--- src/rtl/clkstop_pkg.sv ---
package clkstop_pkg;
  localparam int NUM_OUT     = 9;
  localparam int NUM_BUS_G   = 4;
  localparam int IDX_HOST_F  = 0;
  localparam int IDX_HOST_G  = 1;
  localparam int IDX_BUS_F   = 2;
  localparam int IDX_BUS_G0  = 3;
  localparam int IDX_BUS_A0  = 7;
  localparam int IDX_BUS_A1  = 8;
  // bit positions inside the control bytes
  localparam int HB_FREE     = 0;
  localparam int HB_GATED    = 2;
  localparam int BB_GATED0   = 0;
  localparam int BB_AUX0     = 5;
  localparam int BB_AUX1     = 6;
  localparam int BB_FREE     = 7;

  function automatic logic from_host(input int idx);
    return (idx == IDX_HOST_F) || (idx == IDX_HOST_G);
  endfunction
endpackage

--- src/rtl/clkstop_decode.sv ---
module clkstop_decode
  import clkstop_pkg::*;
#(
  parameter int CTL_W = 8
) (
  input  logic               halt_ignore_i,
  input  logic               host_halt_n_i,
  input  logic               bus_halt_n_i,
  input  logic [CTL_W-1:0]   host_en_i,
  input  logic [CTL_W-1:0]   bus_en_i,
  output logic [NUM_OUT-1:0] want_o
);
  logic host_ok;
  logic bus_ok;

  assign host_ok = halt_ignore_i | host_halt_n_i;
  assign bus_ok  = halt_ignore_i | bus_halt_n_i;

  assign want_o[IDX_HOST_F] = host_en_i[HB_FREE];
  assign want_o[IDX_HOST_G] = host_en_i[HB_GATED] & host_ok;
  assign want_o[IDX_BUS_F]  = bus_en_i[BB_FREE];
  assign want_o[IDX_BUS_A0] = bus_en_i[BB_AUX0];
  assign want_o[IDX_BUS_A1] = bus_en_i[BB_AUX1];

  for (genvar g = 0; g < NUM_BUS_G; g++) begin : g_busg
    assign want_o[IDX_BUS_G0+g] = bus_en_i[BB_GATED0+g] & bus_ok;
  end

  logic unused_bits;
  assign unused_bits = ^{host_en_i, bus_en_i};
endmodule

--- src/rtl/clkstop_sync.sv ---
module clkstop_sync #(
  parameter int W      = 9,
  parameter int STAGES = 2
) (
  input  logic         clk,
  input  logic         rst,
  input  logic [W-1:0] d_i,
  output logic [W-1:0] q_o
);
  logic [W-1:0] chain [STAGES];

  always_ff @(posedge clk) begin
    if (rst) chain[0] <= '0;
    else     chain[0] <= d_i;
  end

  for (genvar s = 1; s < STAGES; s++) begin : g_stage
    always_ff @(posedge clk) begin
      if (rst) chain[s] <= '0;
      else     chain[s] <= chain[s-1];
    end
  end

  assign q_o = chain[STAGES-1];
endmodule

--- src/rtl/clkstop_gate.sv ---
module clkstop_gate (
  input  logic clk,
  input  logic rst,
  input  logic ref_rise_i,
  input  logic src_i,
  input  logic want_i,
  output logic gclk_o,
  output logic applied_o
);
  logic src_d;
  logic armed;
  logic pend;
  logic fall;

  assign fall = src_d & ~src_i;

  always_ff @(posedge clk) begin
    if (rst) begin
      src_d     <= 1'b0;
      armed     <= 1'b0;
      pend      <= 1'b0;
      applied_o <= 1'b0;
      gclk_o    <= 1'b0;
    end else begin
      src_d  <= src_i;
      gclk_o <= src_i & applied_o;
      if (armed && fall) begin
        applied_o <= pend;
        armed     <= 1'b0;
      end
      if (ref_rise_i) begin
        armed <= 1'b1;
        pend  <= want_i;
      end
    end
  end


  apply_on_fall_chk: assert property (@(posedge clk) disable iff (rst)
    !$stable(applied_o) |-> ($past(fall) && $past(armed)));


  hold_unarmed_chk: assert property (@(posedge clk) disable iff (rst)
    !armed |=> $stable(applied_o));


  park_low_chk: assert property (@(posedge clk) disable iff (rst)
    $fell(applied_o) |-> !gclk_o);


  full_high_chk: assert property (@(posedge clk) disable iff (rst)
    $rose(gclk_o) |-> ($past(src_i) && !$past(src_d)));
endmodule

--- src/rtl/clkstop_ctrl.sv ---
module clkstop_ctrl
  import clkstop_pkg::*;
#(
  parameter int CTL_W       = 8,
  parameter int SYNC_STAGES = 2
) (
  input  logic               clk,
  input  logic               rst,
  input  logic               src_host_i,
  input  logic               src_bus_i,
  input  logic               halt_ignore_i,
  input  logic               host_halt_n_i,
  input  logic               bus_halt_n_i,
  input  logic [CTL_W-1:0]   host_en_i,
  input  logic [CTL_W-1:0]   bus_en_i,
  output logic [NUM_OUT-1:0] gclk_o,
  output logic [NUM_OUT-1:0] status_o
);
  logic [NUM_OUT-1:0] want_raw;
  logic [NUM_OUT-1:0] want_s;
  logic               ref_d;
  logic               ref_rise;

  clkstop_decode #(.CTL_W(CTL_W)) u_decode (
    .halt_ignore_i (halt_ignore_i),
    .host_halt_n_i (host_halt_n_i),
    .bus_halt_n_i  (bus_halt_n_i),
    .host_en_i     (host_en_i),
    .bus_en_i      (bus_en_i),
    .want_o        (want_raw)
  );

  clkstop_sync #(.W(NUM_OUT), .STAGES(SYNC_STAGES)) u_sync (
    .clk (clk),
    .rst (rst),
    .d_i (want_raw),
    .q_o (want_s)
  );

  always_ff @(posedge clk) begin
    if (rst) ref_d <= 1'b0;
    else     ref_d <= src_bus_i;
  end
  assign ref_rise = src_bus_i & ~ref_d;

  for (genvar i = 0; i < NUM_OUT; i++) begin : g_out
    logic src_sel;
    if (from_host(i)) begin : g_host
      assign src_sel = src_host_i;
    end else begin : g_bus
      assign src_sel = src_bus_i;
    end
    clkstop_gate u_gate (
      .clk        (clk),
      .rst        (rst),
      .ref_rise_i (ref_rise),
      .src_i      (src_sel),
      .want_i     (want_s[i]),
      .gclk_o     (gclk_o[i]),
      .applied_o  (status_o[i])
    );
  end
endmodule

--- config.mk ---
export PLATFORM = sky130hd
export DESIGN_NAME = clkstop_ctrl
export DESIGN_NICKNAME = d
export VERILOG_FILES = /design/src/rtl/clkstop_pkg.sv /design/src/rtl/clkstop_decode.sv /design/src/rtl/clkstop_sync.sv /design/src/rtl/clkstop_gate.sv /design/src/rtl/clkstop_ctrl.sv
export SDC_FILE = /design/constraint.sdc
export NUM_CORES = 1
export LEC_CHECK = 0
export ABC_AREA = 1
export CELL_PAD_IN_SITES_DETAIL_PLACEMENT = 1
export CELL_PAD_IN_SITES_GLOBAL_PLACEMENT = 2
export CORE_MARGIN = 2
export CORE_UTILIZATION = 26
export CTS_BUF_LIST = sky130_fd_sc_hd__clkbuf_16
export DETAILED_ROUTE_END_ITERATION = 6
export PLACE_DENSITY = 0.72
export RECOVER_POWER = 100
export SLEW_MARGIN = 10
export SYNTH_ARGS = -nofsm -noshare
export SYNTH_HDL_FRONTEND = slang
export SYNTH_SLANG_ARGS = --single-unit
--- constraint.sdc ---
create_clock -name clk -period 1.1 [get_ports clk]
set_clock_uncertainty 0.2 [all_clocks]
set_input_delay 0.22 -clock clk [delete_from_list [all_inputs] [get_ports clk]]
set_output_delay 0.22 -clock clk [all_outputs]
set_load 0.02 [all_outputs]
After elaboration in Yosys (flattened, before gate mapping)
Memory sizes are Yosys's and may differ from the RTL's. A register that Yosys moved wholly into a read port is not among the register bits.
Cells that the tools add are included.
{"block": "word_totals", "ff_bits": 29, "latchBits": 0, "ramBits": 18, "rom_bits": 0, "input_bits": 23, "out_inout_bits": 18, "elab_cells": 95, "mem_count": 1}
{"memory": "u_sync.chain", "words": 2, "word_bits": 9, "read_ports": 2, "rd_ports_with_merged_regs": 1, "write_ports": 2, "line_no": "clkstop_sync.sv:10", "source": "logic [W-1:0] chain [STAGES];"}
{"block": "op_classes", "add_sub_neg": 0, "mul": 0, "div_mod_pow": 0, "order_cmp": 0, "n_eq_ne": 0, "shifts": 0, "muxes": 23, "bitwise_logic": 24, "n_reduce_logical": 18}
{"operator": "1-bit two-way mux", "n": 21}
{"operator": "9-bit two-way mux", "n": 2}
{"operator": "2-bit nonzero test", "n": 9}
{"operator": "1-bit AND", "n": 17}
{"operator": "1-bit logical AND", "n": 9}
{"operator": "1-bit bitwise OR", "n": 4}
{"operator": "1-bit inverter", "n": 3}

Logic depth before layout (Yosys ltp)
Gate-level depths: netlist of the first run.
{"block": "logic_depth", "ltp_word": 5, "ltp_mapped": 7, "ltp_nobuf": 5}

Modules after synthesis
From an unflattened synthesis of the first run, not the netlist that was laid out.
{"block": "hier_totals", "hier_cells": 274, "hier_area_um2": 2195.9}
{"module": "clkstop_gate", "instances": 9, "cells_per_inst": 22, "area_each_um2": 173.9, "seq_area_each_um2": 100.1}
{"module": "clkstop_sync", "instances": 1, "cells_per_inst": 56, "area_each_um2": 521.8, "seq_area_each_um2": 360.3}
{"module": "clkstop_decode", "instances": 1, "cells_per_inst": 16, "area_each_um2": 77.6, "seq_area_each_um2": 0.0}
{"module": "clkstop_ctrl", "instances": 1, "cells_per_inst": 4, "area_each_um2": 31.3, "seq_area_each_um2": 20.0}

Worst setup path after synthesis of the first run
Ideal clock, no wire load.
{"block": "synth_timing", "path_kind": "flip-flop to flip-flop", "from": "register g_out[5].u_gate.src_d (netlist name)", "to": "register g_out[2].u_gate.armed", "setup_time_ns": 0.124, "arrival_time_ns": 0.807, "required_time_ns": 0.776, "path_slack_ns": -0.031, "path_stages_with_launch": 8, "path_buffers": 2, "synth_period_minus_slack_ns": 1.131, "path_cell_list": "dfxtp_1 -> buf_6 -> inv_6 -> nand2_4 -> inv_6 -> buf_12 -> nor2_1 -> nor2_1"}
{"element": "to (signal assigned)", "line_no": "clkstop_gate.sv:20", "source": "armed <= 1'b0;"}
{"element": "to (signal assigned)", "line_no": "clkstop_gate.sv:29", "source": "armed <= 1'b0;"}
{"element": "to (signal assigned)", "line_no": "clkstop_gate.sv:32", "source": "armed <= 1'b1;"}
{"element": "to (decl)", "line_no": "clkstop_gate.sv:11", "source": "logic armed;"}

Worst setup path after layout of the first run
{"block": "layout_timing", "from": "register g_out[8].u_gate.applied_o", "to": "output port status_o[8]"}
{"element": "from (decl)", "line_no": "clkstop_gate.sv:8", "source": "output logic applied_o"}
{"element": "from (signal assigned)", "line_no": "clkstop_gate.sv:28", "source": "applied_o <= pend;"}
{"element": "to (decl)", "line_no": "clkstop_ctrl.sv:17", "source": "output logic [NUM_OUT-1:0] status_o"}
No word-level cell between the ends.

==> run_results.csv, run 1 <==
group,metric,value,unit
cts,clock-sinks,56,
synth,synth_fp_nets,260,
floorplanning,io-pin-count,41,
timing,post-route-min-period,1.15,ns
power_and_ir_drop,power_density,1540,nW/um2
floorplanning,coreArea,7250,um2
timing,setup_tns,-0.780,ns
outcome,violations,"setup timing",
detailed_routing,via_per_inst,3.87,
worst_setup_path,crit_family,"flip-flops",
synth,syn_area_per_cell,8.25,um2
detailed_routing,drc,0,
floorplanning,rows,31,
worst_setup_path,cp.required,0.68,ns
cts,cts_buffers,5,
timing,relSlewSlack,0.744,
flow_run,cap_violations,0,
hold_path,holdPathStages,2,
cells_and_area,fin_cells,360,
worst_setup_path,criticalPathCategory,"reg -> out",
worst_setup_path,r2r-start,"g_out[5].u_gate.src_d",
cells_and_area,fin_util,0.356,
global_route,grt_pass1_vias,1290,
timing,tightestPinTransition,0.384,ns
cells_and_area,design_area,2580,um2
worst_setup_path,worst-path-buf-inv,1,
timing,timing.hold.ws,0.201,ns
synth,ys_types,18,
worst_setup_path,cpPeakStageDelay,0.34,ns
cts,root_buffer,"clkbuf_16",
worst_setup_path,startpoint_type,"flip-flop",
timing,setup_viol,19,
timing,rsz0062_at_grt,"yes",
placed_design,postPlaceCellArea,2260,um2
worst_setup_path,cp_slowest_cell,"dfxtp_2",
cts,clock_latency,0.28,ns
cts,clock_path_buffers,2,
detailed_routing,drt_iter0_drc,31,
cells_and_area,nNetsFinal,284,
detailed_routing,wl_per_cell,10.2,um
power_and_ir_drop,p_total,3.99,mW
timing,layout_setup_ws,-0.0505,ns
hold_path,holdPathEnd,"u_sync.chain[1][4]",
floorplanning,dieWidth,90.7,um
cells_and_area,fillers,873,
cts,postCtsHoldBufs,0,
placed_design,dp_hpwl,2390,um
timing,period_share,1.05,
timing,slew_viol_final,0,
worst_setup_path,r2r-end,"g_out[1].u_gate.pend",
synth,ys_warn_count,0,
synth,synthCells,237,
placed_design,dp_cells,350,
synth,seq_area_frac_synth,0.574,
timing,fmax,869,MHz
cells_and_area,final_cell_mix,"68 x nor2_1, 37 x dfxtp_1, 26 x inv_1, 26 x nand2_1, 19 x buf_6",
cts,cts_tree,"done",
detailed_routing,drtPass1Iterations,4,
cells_and_area,drive_gt1_frac,0.287,
worst_setup_path,ff2ff_setup_slack,-0.01,ns
floorplanning,die_y,90.7,um
synth,synth_area,1950,um2
hold_path,min_path_type,"reg -> reg",
placed_design,place.gp.congestion,0.714,
global_route,antenna_found_initial,0,
global_route,gr-total-overflow,0,
worst_setup_path,path_cells,"buf_6",
floorplanning,dieArea,8230,um2
hold_path,min_from,"u_sync.chain[0][4]",
outcome,status,"finished, violations left",
detailed_routing,drt-total-wl,3670,um
synth,ys_top_cells_by_area,"dfxtp_1 57%, nor2_1 15%, buf_4 6.9%",
detailed_routing,ant_nets,0,
global_route,grt_usage,0.0898,
worst_setup_path,cp_max_fo,2,
cts,clkTransAtPathRegs,0.06,ns
timing,final_hold_viol_count,0,
power_and_ir_drop,ir_drop,577,uV
cts,cts_max_level,2,
placed_design,io_buffers,33,
global_route,grt_pass1_wl,5910,um
placed_design,place_ws,-0.495,ns
synth,yosys.area.top_type,"dfxtp_1",
synth,synth_top_area_frac,0.574,
cells_and_area,areaGrowthSynthToFinish,32.1,%
synth,yosys_register_bits,56,
worst_setup_path,endpoint_kind,"output port",
cells_and_area,antenna_cells,0,
floorplanning,start_util,0.269,
worst_setup_path,critical_path_arrival,0.73,ns
cells_and_area,layout_commonest_cell,"nor2_1",
global_route,grt_max_degree,20,
worst_setup_path,reg2regPathDepth,5,
power_and_ir_drop,leakage,1.14,nW
detailed_routing,vias,1392,
==> repair_timing <==
| item | CTS | global route |
|---|---|---|
| cloned | 0 | 2 |
| pin swaps | 0 | 7 |
| setup endpoints to repair | 57 | 43 |
| gates resized for setup | 134 | 32 |
| buffers inserted | 0 | 1 |
==> synthesized netlist by cell type, drive strengths merged <==
cell     n
nand2   27
inv     28
nand3    9
buf     24
dfxtp   56
o21ai   11
a21oi    2
nor3     2
clkbuf   1
nor2    77
==> worst max path at each step <==
stage | from | endpoint | slack (ns) | cells after the start
finish | g_out[8].u_gate.applied_o | status_o[8] | -0.05 | 1
global route | g_out[8].u_gate.applied_o | status_o[8] | -0.09 | 1
CTS | g_out[6].u_gate.applied_o | status_o[6] | -0.07 | 1
detailed placement | src_bus_i | g_out[7].u_gate.applied_o | -0.50 | 5
global placement | src_bus_i | g_out[8].u_gate.applied_o | -0.44 | 5
floorplan | g_out[5].u_gate.src_d | g_out[1].u_gate.pend | -0.03 | 7
==> cells by family (layout without fill, tap and decap cells) <==
logic type,count (synthesis),count (layout),synth area share
AOI/OAI and AO/OA,13,13,0.0352
buffers and inverters,53,76,0.159
DFF,56,56,0.574
and+or+nand+nor,115,116,0.232
==> sequential cells by signal, summed over array words and instances, names as in the netlist <==
register,flops
g_out.u_gate.applied_o,9
g_out.u_gate.armed,9
g_out.u_gate.gclk_o,9
g_out.u_gate.pend,9
u_sync.chain,18
g_out.u_gate.src_d,2
==> worst register-to-register path, stage by stage (launching register included) <==
cell      delay [ns]
dfxtp_4         0.38
inv_6           0.06
nand2_8         0.11
clkinv_8        0.11
nor2_1          0.11
nor2_1          0.04
==> layout make-up <==
cell class	count	area (um2)	share of cell area
timing repair buffer	40	408	0.158
timing repair inverter	1	8.76	0.00339
clock inverter	2	8.76	0.00339
sequential	56	1150	0.444
tap	99	124	0.0480
multi-input combinational	129	638	0.247
clock buffer	5	125	0.0484
inverter	28	123	0.0475
==> where the power goes <==
group          total [mW]  leakage, nW  switching [mW]  internal, mW
Combinational       0.348        0.598           0.189         0.158
Sequential           2.18        0.469          0.0561          2.12
Clock                1.46       0.0709           0.645         0.819
==> per-layer routing <==
metal	track usage	vias up	routed length, um
li1	-	737	-
met1	0.109	624	1750
met2	0.147	29	1750
met3	0.0275	2	133
met4	0.0385	0	33
met5	0	-	0
Note: power is estimated with default switching activity, not from simulation.
==> run 2, diff against run 1 <==
- CORE_MARGIN: 2 -> 10
- GPL_ROUTABILITY_DRIVEN: default -> 0
==> run 2 against run 1 <==
The run still ends with setup timing left. Global-route usage decreased by 2.0 points. Critical path depth stayed put. Highest routed layer unchanged. Total power increased by 7.6%. Largest power group unchanged. Worst hold slack got worse by 0.00091 ns. Sequential share of layout area down 1.3 points. Cell count is 2.2% higher. Largest cell class unchanged. Register-to-register slack worse by 0.05 ns. Wire length grew 10%.
==> run_results.csv, run 2 (synthesis results as in run 1) <==
group,metric,value,unit
floorplanning,io-pin-count,41,
worst_setup_path,ff2ff_setup_slack,-0.06,ns
floorplanning,dieArea,11400,um2
global_route,grt_pass1_wl,6470,um
placed_design,dp_cells,353,
detailed_routing,drt_iter0_drc,35,
floorplanning,die_y,107,um
worst_setup_path,cp_slowest_cell,"dfxtp_2",
cells_and_area,fin_util,0.364,
worst_setup_path,startpoint,"g_out[4].u_gate.applied_o",
placed_design,dp_hpwl,2770,um
worst_setup_path,cp_max_fo,2,
timing,timing.hold.ws,0.200,ns
detailed_routing,ant_nets,0,
floorplanning,start_util,0.268,
placed_design,postPlaceCellArea,2280,um2
floorplanning,dieWidth,107,um
worst_setup_path,cp_num_cells,1,
cells_and_area,final_cell_mix,"68 x nor2_1, 37 x dfxtp_1, 26 x nand2_1, 23 x inv_1, 19 x buf_6",
detailed_routing,drc,0,
timing,final_hold_viol_count,0,
cells_and_area,fin_cells,368,
cells_and_area,design_area,2660,um2
timing,fmax,857,MHz
timing,rsz0062_at_grt,"yes",
detailed_routing,via_per_inst,3.79,
cells_and_area,drive_gt1_frac,0.294,
worst_setup_path,cp.required,0.68,ns
power_and_ir_drop,ir_drop,656,uV
detailed_routing,drt-total-wl,4050,um
cts,cts_max_level,2,
worst_setup_path,criticalPathCategory,"reg -> out",
worst_setup_path,r2r-end,"g_out[3].u_gate.pend",
cts,cts_tree,"done",
worst_setup_path,crit_family,"flip-flops",
cells_and_area,layout_commonest_cell,"nor2_1",
worst_setup_path,critical_path_arrival,0.75,ns
placed_design,place_ws,-0.496,ns
floorplanning,rows,31,
worst_setup_path,endpoint_kind,"output port",
cells_and_area,max_flop_register,"u_sync.chain",
global_route,grt_usage,0.0693,
cts,root_buffer,"clkbuf_16",
global_route,grt_max_degree,20,
cts,cts_buffers,5,
cells_and_area,largest_register_ffs,18,
floorplanning,coreArea,7290,um2
hold_path,min_path_type,"reg -> reg",
hold_path,holdPathStages,2,
cts,postCtsHoldBufs,0,
timing,relSlewSlack,0.739,
global_route,antenna_found_initial,0,
outcome,status,"finished, violations left",
timing,layout_setup_ws,-0.0671,ns
detailed_routing,vias,1395,
detailed_routing,wl_per_cell,11.0,um
worst_setup_path,r2r-start,"g_out[5].u_gate.src_d",
worst_setup_path,worst-path-buf-inv,1,
cells_and_area,nNetsFinal,291,
cts,clock_path_buffers,2,
timing,tightestPinTransition,0.392,ns
timing,setup_viol,20,
cts,clkTransAtPathRegs,0.07,ns
timing,period_share,1.06,
timing,post-route-min-period,1.17,ns
placed_design,io_buffers,33,
worst_setup_path,startpoint_type,"flip-flop",
cts,clock-sinks,56,
flow_run,cap_violations,0,
power_and_ir_drop,power_density,1610,nW/um2
cells_and_area,antenna_cells,0,
cells_and_area,areaGrowthSynthToFinish,36.0,%
power_and_ir_drop,leakage,1.19,nW
worst_setup_path,cpPeakStageDelay,0.34,ns
timing,slew_viol_final,0,
global_route,grt_pass1_vias,1383,
global_route,gr-total-overflow,0,
worst_setup_path,reg2regPathDepth,5,
timing,setup_tns,-0.966,ns
detailed_routing,drtPass1Iterations,4,
worst_setup_path,path_cells,"buf_6",
cts,clock_latency,0.29,ns
power_and_ir_drop,p_total,4.29,mW
outcome,violations,"setup timing",
worst_setup_path,endpoint,"status_o[4]",
run 2: cell type report:
type                    instances  area, um2
fillers                       894       4630
clock buffers                   5        125
well taps                      99        124
repair buffers                 47        478
multi-input cells             129        614
repair inverters                1       6.26
inverters                      28        125
flip-flops and latches         56       1150
clock inverters                 3       37.5
run 2: repair_timing:
item | 4_1_cts | 5_1_grt
setup endpoints to repair | 54 | 43
resized for setup | 138 | 21
gates cloned | 1 | 2
buffers inserted | 1 | 3
pin swaps | 1 | 4
hold endpoints to repair | 0 | 0
run 2: how the worst min path moves through the flow:
stage,from,to,slack (ns)
after global placement,u_sync.chain[0][1],u_sync.chain[1][1],0.19
after detailed placement,u_sync.chain[0][1],u_sync.chain[1][1],0.19
after floorplan,host_en_i[0],u_sync.chain[0][0],0.13
after CTS,u_sync.chain[0][1],u_sync.chain[1][1],0.20
final,u_sync.chain[0][1],u_sync.chain[1][1],0.20
after global routing,u_sync.chain[0][1],u_sync.chain[1][1],0.22
run 2: where the power goes:
part           internal, mW  total (mW)  switching (mW)  leakage, nW
combinational         0.180       0.372           0.192        0.639
clock                  1.06        1.74           0.685       0.0789
sequential             2.12        2.17          0.0544        0.469
total                  3.36        4.29           0.931         1.19
run 2: routing by layer:
layer  vias up  wire length (um)  track usage
li1        754                 -            -
met1       608              2020       0.0824
met2        31              1790        0.108
met3         2               197       0.0263
met4         0                44       0.0319
met5         -                 0            0
==> run 3, diff against run 2 <==
- CORE_UTILIZATION: 26 -> 29
- PLACE_DENSITY: 0.72 -> default
- PLACE_DENSITY_LB_ADDON: default -> 0.1
- clock period: 1.1 -> 1.15 ns (I/O delays scaled with it)
==> run 3 against run 2 <==
The run still ends with setup timing left. Die area is 8.5% lower. Sequential power is 4% lower. Non-clock buffer count shrank 1. Register-to-register slack improved by 0.09 ns. Critical path depth stayed put. Global-route usage rose by 0.67 points. Critical path type unchanged. Setup slack improved by 0.045 ns. Highest routed layer unchanged. Via count increased by 0.43%. Largest power group unchanged. Wire length up 1.7%.
==> run_results.csv, run 3 (synthesis results as in run 1) <==
group,metric,value,unit
global_route,grt_pass1_vias,1381,
timing,tightestPinTransition,0.400,ns
global_route,grt_max_degree,20,
worst_setup_path,path_cells,"buf_6",
cells_and_area,max_flop_register,"u_sync.chain",
floorplanning,io-pin-count,41,
detailed_routing,drt_iter0_drc,36,
floorplanning,rows,29,
global_route,antenna_found_initial,0,
worst_setup_path,cp.required,0.72,ns
cells_and_area,final_cell_mix,"68 x nor2_1, 37 x dfxtp_1, 26 x nand2_1, 25 x inv_1, 20 x buf_6",
cells_and_area,layout_commonest_cell,"nor2_1",
cts,clock_latency,0.29,ns
floorplanning,dieArea,10400,um2
cells_and_area,drive_gt1_frac,0.284,
cts,clock-sinks,56,
worst_setup_path,crit_family,"flip-flops",
detailed_routing,vias,1401,
cts,cts_max_level,2,
cts,cts_tree,"done",
detailed_routing,wl_per_cell,11.9,um
worst_setup_path,cp_slowest_cell,"dfxtp_2",
power_and_ir_drop,power_density,1590,nW/um2
timing,post-route-min-period,1.17,ns
worst_setup_path,criticalPathCategory,"reg -> out",
worst_setup_path,cpPeakStageDelay,0.34,ns
cells_and_area,nNetsFinal,290,
floorplanning,coreArea,6460,um2
detailed_routing,ant_nets,0,
outcome,violations,"setup timing",
cts,cts_buffers,5,
worst_setup_path,worst-path-buf-inv,1,
global_route,grt_pass1_wl,6210,um
placed_design,io_buffers,33,
power_and_ir_drop,leakage,1.19,nW
cells_and_area,antenna_cells,0,
floorplanning,die_y,102,um
cts,clkTransAtPathRegs,0.07,ns
placed_design,dp_hpwl,2740,um
global_route,grt_usage,0.0761,
cells_and_area,largest_register_ffs,18,
timing,setup_tns,-0.110,ns
outcome,status,"finished, violations left",
detailed_routing,drtPass1Iterations,4,
cts,postCtsHoldBufs,0,
cells_and_area,areaGrowthSynthToFinish,32.1,%
detailed_routing,via_per_inst,4.06,
cells_and_area,fin_util,0.400,
floorplanning,dieWidth,102,um
power_and_ir_drop,ir_drop,615,uV
detailed_routing,drt-total-wl,4120,um
timing,relSlewSlack,0.733,
timing,layout_setup_ws,-0.0223,ns
global_route,gr-total-overflow,0,
flow_run,cap_violations,0,
cts,clock_path_buffers,2,
detailed_routing,drc,0,
timing,rsz0062_at_grt,"yes",
cts,root_buffer,"clkbuf_16",
timing,period_share,1.02,
worst_setup_path,critical_path_arrival,0.74,ns
timing,final_hold_viol_count,0,
hold_path,min_path_type,"reg -> reg",
worst_setup_path,cp_max_fo,2,
timing,slew_viol_final,0,
worst_setup_path,startpoint_type,"flip-flop",
timing,setup_viol,11,
timing,fmax,853,MHz
worst_setup_path,endpoint_kind,"output port",
floorplanning,start_util,0.303,
==> run 3: cell count changes in the layout (fill, tap and decap cells not counted), moves of 2 or more <==
cell,delta
clkbuf_1,-2
nand3_2,-3
inv_1,+2
nand3_1,+4
clkinv_1,-2
==> run 3: final timing paths <==
check        slack, ns                    end  depth (start not counted)                 startpoint
max reg2reg       0.03  g_out[1].u_gate.armed                          4      g_out[5].u_gate.src_d
min               0.20     u_sync.chain[1][3]                          2         u_sync.chain[0][3]
max              -0.02            status_o[3]                          1  g_out[3].u_gate.applied_o
min reg2reg       0.20     u_sync.chain[1][3]                          2         u_sync.chain[0][3]
==> run 3: layer usage <==
metal / routed length (um) / track usage / vias to the layer above
met2: 1920 / 0.128 / 28
met4: 57 / 0.0293 / 0
li1: - / - / 751
met5: 0 / 0 / -
met1: 1900 / 0.0839 / 617
met3: 253 / 0.0317 / 5
==> run 3: layout make-up <==
type / count / area (um2)
Fill cell: 748 / 3880
Inverter: 28 / 115
Timing Repair Buffer: 46 / 478
Clock inverter: 3 / 38.8
Sequential cell: 56 / 1150
Multi-Input combinational cell: 129 / 574
Tap cell: 77 / 96.3
Timing Repair inverter: 1 / 6.26
Clock buffer: 5 / 125
==> run 3: what timing repair did <==
item / CTS / global route
cloned: 0 / 3
resized for setup: 130 / 25
endpoints found under the setup margin: 53 / 53
buffers inserted: 0 / 2
==> run 3: power breakdown <==
group / internal [mW] / switching [mW] / total (mW)
combinational: 0.165 / 0.179 / 0.344
clock: 1.02 / 0.658 / 1.67
sequential: 2.03 / 0.0473 / 2.08
==> run 3: per-stage QoR <==
| step | hold slack, ns | cell area, um2 | setup WS (ns) | power, mW | std cells |
|---|---|---|---|---|---|
| after global placement | 0.191 | 2260 | -0.450 | 2.41 | 332 |
| after floorplan | 0.137 | 1950 | 0.0189 | 2.30 | 237 |
| final | 0.202 | 2580 | -0.0223 | 4.09 | 345 |
| after detailed placement | 0.194 | 2260 | -0.458 | 2.41 | 332 |
| after CTS | 0.204 | 2480 | -0.0374 | 4.11 | 340 |
| after global routing | 0.218 | 2580 | -0.0489 | 4.29 | 345 |
